File: src/rtl/approx_lowpart_adder.sv
module approx_lowpart_adder #(
  parameter int WIDTH = 8
) (
  input  logic [WIDTH-1:0] a,
  input  logic [WIDTH-1:0] b,
  output logic [WIDTH-1:0] sum,
  output logic [WIDTH-1:0] force_mask
);

  localparam int TOP = WIDTH - 1;

  logic [WIDTH-1:0] both_one;
  logic [WIDTH-1:0] half_sum;

  assign both_one = a & b;
  assign half_sum = a ^ b;

  assign force_mask[TOP] = both_one[TOP];

  for (genvar i = TOP - 1; i >= 0; i--) begin : g_prefix
    assign force_mask[i] = force_mask[i+1] | both_one[i];
  end

  assign sum = half_sum | force_mask;

endmodule


File: config.mk
export PLATFORM = sky130hd
export DESIGN_NAME = approx_lowpart_adder
export DESIGN_NICKNAME = d
export VERILOG_FILES = /design/src/rtl/approx_lowpart_adder.sv
export SDC_FILE = /design/constraint.sdc
export NUM_CORES = 1
export LEC_CHECK = 0
export CAP_MARGIN = 20
export CORE_AREA = 2 2 39 41
export DETAILED_ROUTE_END_ITERATION = 12
export DIE_AREA = 0 0 41 43
export DONT_BUFFER_PORTS = 1
export SKIP_LAST_GASP = 1
export SYNTH_ARGS = -nofsm -noshare
export SYNTH_HDL_FRONTEND = slang
export SYNTH_SLANG_ARGS = --single-unit
export TNS_END_PERCENT = 100
File: constraint.sdc
create_clock -name vclk -period 5.3
set_input_delay 1.59 -clock vclk [all_inputs]
set_output_delay 1.59 -clock vclk [all_outputs]
set_load 0.1 [all_outputs]
==> results of run 1 <==
[per-layer routing]
metal | wire, microns | track usage | up-vias
li1 | - | - | 130
met1 | 217 | 0.08544 | 108
met2 | 268 | 0.1281 | 22
met3 | 84 | 0.005236 | 0
met4 | 0 | 0 | 0
met5 | 0 | 0 | -
[stage by stage]
stage	worst slack (ps)	hold slack [ps]	utilization	std cells
finish	965.6	3540	0.2468	58
global route	819.8	3560	0.2468	58
CTS	927.3	3541	0.2468	58
detailed placement	933.7	3541	0.2468	58
global placement	940.2	3538	0.2468	58
floorplan	587.5	3598	-	29
[power breakdown]
group	switching (W)	internal, W
Sequential	0	0
Clock	0	0
Combinational	0.0000733	0.0000169
Total	0.0000733	0.0000169
[logic make-up (layout without fill, tap and decap cells)]
family	count (synthesis)	after routing	synth area share
and+or+nand+nor	18	18	0.4746
buffers and inverters	2	15	0.03951
adders and majority gates	7	7	0.3955
AOI/OAI and AO/OA	2	2	0.09040
[final timing paths]
check / endpoint / slack (ps) / start / depth (start not counted)
max: sum[0] / 970 / a[4] / 4
min: force_mask[6] / 3540 / b[7] / 2
[final cells by class]
class	instances	share of cell area
Tap cell	16	0.05861
Inverter	1	0.01099
Multi-Input combinational cell	27	0.6227
Timing Repair Buffer	14	0.3077
[Yosys cell counts (all sizes together)]
cell    n
inv     1
ha      7
nor2    3
and2    1
a21o    1
nand3b  4
or2     2
nand2b  2
nand2   2
nor4    1
buf     1
or3b    1
a211oi  1
nand3   2
==> summary.txt, run 1 <==
Core Area - 1384 sq um
Nets - 67
Worst Path Buf+Inv - 1
Area leader, netlist - ha_1
WL per Instance - 9.828 microns
Initial Util - 0.1600
RSZ-0062 raised after global routing - no
I/O Buffers - 0
CLK BUF - 0
FF/Latch Area - 0 sq um
P&R area growth vs syn - 54.24%
Worst path top cell family by delay - simple AND/OR/NAND/NOR gates
Slew Limit Fails - 0
Largest net degree at the start of global routing - 12
CP max stage cell - nor4_1
Dpl cell area - 341.6 sq um
Syn_area_per_cell - 7.637 sq um
Cells after Synth - 29
Share of cells above drive strength 1 - 0.4048
Seq/Total Area, Yosys - 0
Design Power - 0.00009026 W
Number of max-cap violations - 0
Routed wire length - 570 microns
Multi-input logic area - 212.7 sq um
TNS Setup - 0 ps
Area contributors post-synth - ha_1, nand3b_1, a211oi_2, nand2b_1, or2_2
Antenna cells - 0
Most frequent cells in the layout - buf_4, ha_1, nand3b_1
Residual DRC - 0
Final setup violation count - 0
Worst path arrival time - 2740 ps
Chip height - 43 microns
Setup crit end kind - output pin
Die area - 1763 sq um
Mapped Area - 221.5 sq um
# rows - 14
Final hold vios - 0
Critical path required time - 3710 ps
I/O pin count - 32
Vias - 260
P_leak - 0.1630 nW
Power per cell area - 264.2 nW/um^2
Chip Width - 41 microns
Antenna Violating Nets Remaining - 0
Status - complete, no violations
Remaining Overflow, GRT - 0
Global Route Usage Sum - 0.06893
Fin crit period - 4334 ps
Buffer count from post-CTS setup fixing - 0
Hpwl dp - 538.8 microns
Post-synth net total - 52
CP Launch Type - input port
CTS Hold Buffers Added - 0
Number of DRC markers in iteration 0 - 1
Peak VDD IR - 58.89 uV
Crit Path Max Fanout - 4
Final period util - 0.8178
Post-synth top area share - 0.3955
Final instance area - 341.6 sq um
Crit Path Category - in -> out
CP max stage delay - 540 ps
Detailed Routing Iterations Pass 1 - 2
Yosys warning total - 0
Post_cts resized - 0
F_max - 230.7 MHz
Initial antenna violation count - 0
Commonest non-fill, non-tap cell in the layout - buf_4
Routed vias/inst - 4.483
Number of global-route vias before repair - 227
Tightest Hold Check Type - in -> out
Unique masters post-synth - 14
Tightest Pin Transition - 953.0 ps
Gpl congestion - 0.6525
First-pass GRT wire length - 903 microns
Worst rel slew slack - 0.3691
FFs & Latches - 0
Filler instances - 153
Crit-path cells - ha_1 > nor4_1 > nand3_1 > buf_4
No activity file was read; power rests on OpenSTA's default activity.
==> inputs of run 2 (changes only) <==
Clock period 5.3 ns to 4.53 ns, I/O delays scaled along.
==> run 2 against run 1 <==
Utilization grew 0.54 points. First-iteration DRC count up 100%. Non-clock buffer count grew 1. Cell area up 2.2%. Clock-buffer cell count is the same. Via count grew 2.7%. Die area did not move. Highest routed layer unchanged.
==> summary.txt, run 2 (synthesis gave the netlist of run 1 again) <==
Status - complete, no violations (unchanged)
Hold WS - 3057 ps (was 3540 ps)
Initial Util - 0.1600 (unchanged)
GRT met1 Usage - 0.07278 (was 0.08544)
Share of cells above drive strength 1 - 0.4186 (was 0.4048)
CP max stage delay - 560 ps (was 540 ps)
Crit Path Category - in -> out (unchanged)
Power per cell area - 305.4 nW/um^2 (was 264.2 nW/um^2)
Initial antenna violation count - 0 (unchanged)
Vias - 267 (was 260)
Post_cts resized - 0 (unchanged)
I/O Buffers - 0 (unchanged)
Crit-path cells - ha_1 > nor4_1 > nand3b_1 > buf_4 (was ha_1 > nor4_1 > nand3_1 > buf_4)
CP Launch Type - input port (unchanged)
CLK BUF - 0 (unchanged)
Met2 usage - 0.1344 (was 0.1281)
RSZ-0062 raised after global routing - no (unchanged)
Tightest Pin Transition - 589.4 ps (was 953.0 ps)
Filler instances - 158 (was 153)
Routed wire length - 600 microns (was 570 microns)
Chip height - 43 microns (unchanged)
Worst path arrival time - 2550 ps (was 2740 ps)
Most frequent cells in the layout - buf_4, ha_1, nand3b_1 (unchanged)
First-pass GRT wire length - 855 microns (was 903 microns)
Residual DRC - 0 (unchanged)
Global Route Usage Sum - 0.06593 (was 0.06893)
Largest net degree at the start of global routing - 12 (unchanged)
Number of global-route vias before repair - 225 (was 227)
TNS Setup - 0 ps (unchanged)
Chip Width - 41 microns (unchanged)
Tightest Hold Check Type - in -> out (unchanged)
Slack of the critical path - 625.9 ps (was 965.6 ps)
CP max stage cell - nor4_1 (unchanged)
FFs & Latches - 0 (unchanged)
Nets - 68 (was 67)
FF/Latch Area - 0 sq um (unchanged)
Fin crit period - 3904 ps
Antenna cells - 0 (unchanged)
Hpwl dp - 562.2 microns (was 538.8 microns)
Number of max-cap violations - 0 (unchanged)
Multi-input logic area - 212.7 sq um (unchanged)
Worst rel slew slack - 0.6034 (was 0.3691)
Place WS - 604.9 ps (was 933.7 ps)
Met3 usage - 0 (was 0.005236)
Die area - 1763 sq um (unchanged)
Slew Limit Fails - 0 (unchanged)
P&R area growth vs syn - 57.63% (was 54.24%)
Setup crit end kind - output pin (unchanged)
Final hold vios - 0 (unchanged)
Detailed Routing Iterations Pass 1 - 2 (unchanged)
Remaining Overflow, GRT - 0 (unchanged)
F_max - 256.1 MHz
Critical path required time - 3170 ps (was 3710 ps)
Core Area - 1384 sq um (unchanged)
Number of DRC markers in iteration 0 - 2 (was 1)
Gpl congestion - 0.6525 (unchanged)
Buffer count from post-CTS setup fixing - 0 (unchanged)
Peak VDD IR - 56.78 uV (was 58.89 uV)
Layout Utilization - 0.2523 (was 0.2468)
I/O pin count - 32 (unchanged)
# rows - 14 (unchanged)
Most used routing layer - met2 (unchanged)
Routed vias/inst - 4.525 (was 4.483)
Antenna Violating Nets Remaining - 0 (unchanged)
WL per Instance - 10.17 microns (was 9.828 microns)
P_leak - 0.1682 nW (was 0.1630 nW)
Final setup violation count - 0 (unchanged)
CTS Hold Buffers Added - 0 (unchanged)
Crit Path Max Fanout - 4 (unchanged)
Commonest non-fill, non-tap cell in the layout - buf_4 (unchanged)
Final period util - 0.8618
==> run 2: changes by cell type in the layout (fill, tap and decap cells not counted), sizes merged <==
| cell | before | now |
|---|---|---|
| buf | 14 | 15 |
==> run 2: final cells by class <==
class	instances	share of cell area
inverters	1	0.01075
multi-input cells	27	0.6093
well taps	16	0.05735
repair buffers	15	0.3226
==> run 2: critical path, delay by kind of cell <==
family / cells / cell delay, ps
fa+ha+maj: 1 / 220
buf+inv: 1 / 260
simple gates: 2 / 710
==> run 2: report_power, final <==
group	total [W]	switching [W]	internal [W]
Sequential	0	0	0
Combinational	0.000107	0.0000862	0.0000204
Clock	0	0	0
Total	0.000107	0.0000862	0.0000204
==> run 2: through the flow <==
step	cells	total power (W)	cell area (sq um)
after floorplan	29	0.00009017	221.5
after global placement	59	0.0001068	349.1
after detailed placement	59	0.0001077	349.1
after CTS	59	0.0001078	349.1
after global routing	59	0.0001119	349.1
final	59	0.0001066	349.1
==> run 2: worst paths after layout <==
check | start | to | slack, ps | cells past startpoint
setup / recovery | a[4] | sum[1] | 630 | 4
hold / removal | b[7] | force_mask[7] | 3060 | 2
==> run 2: routing by layer <==
metal	routed length, microns	share of wire
met4	0	0
met3	87	0.15
met2	295	0.49
met5	0	0
met1	218	0.36
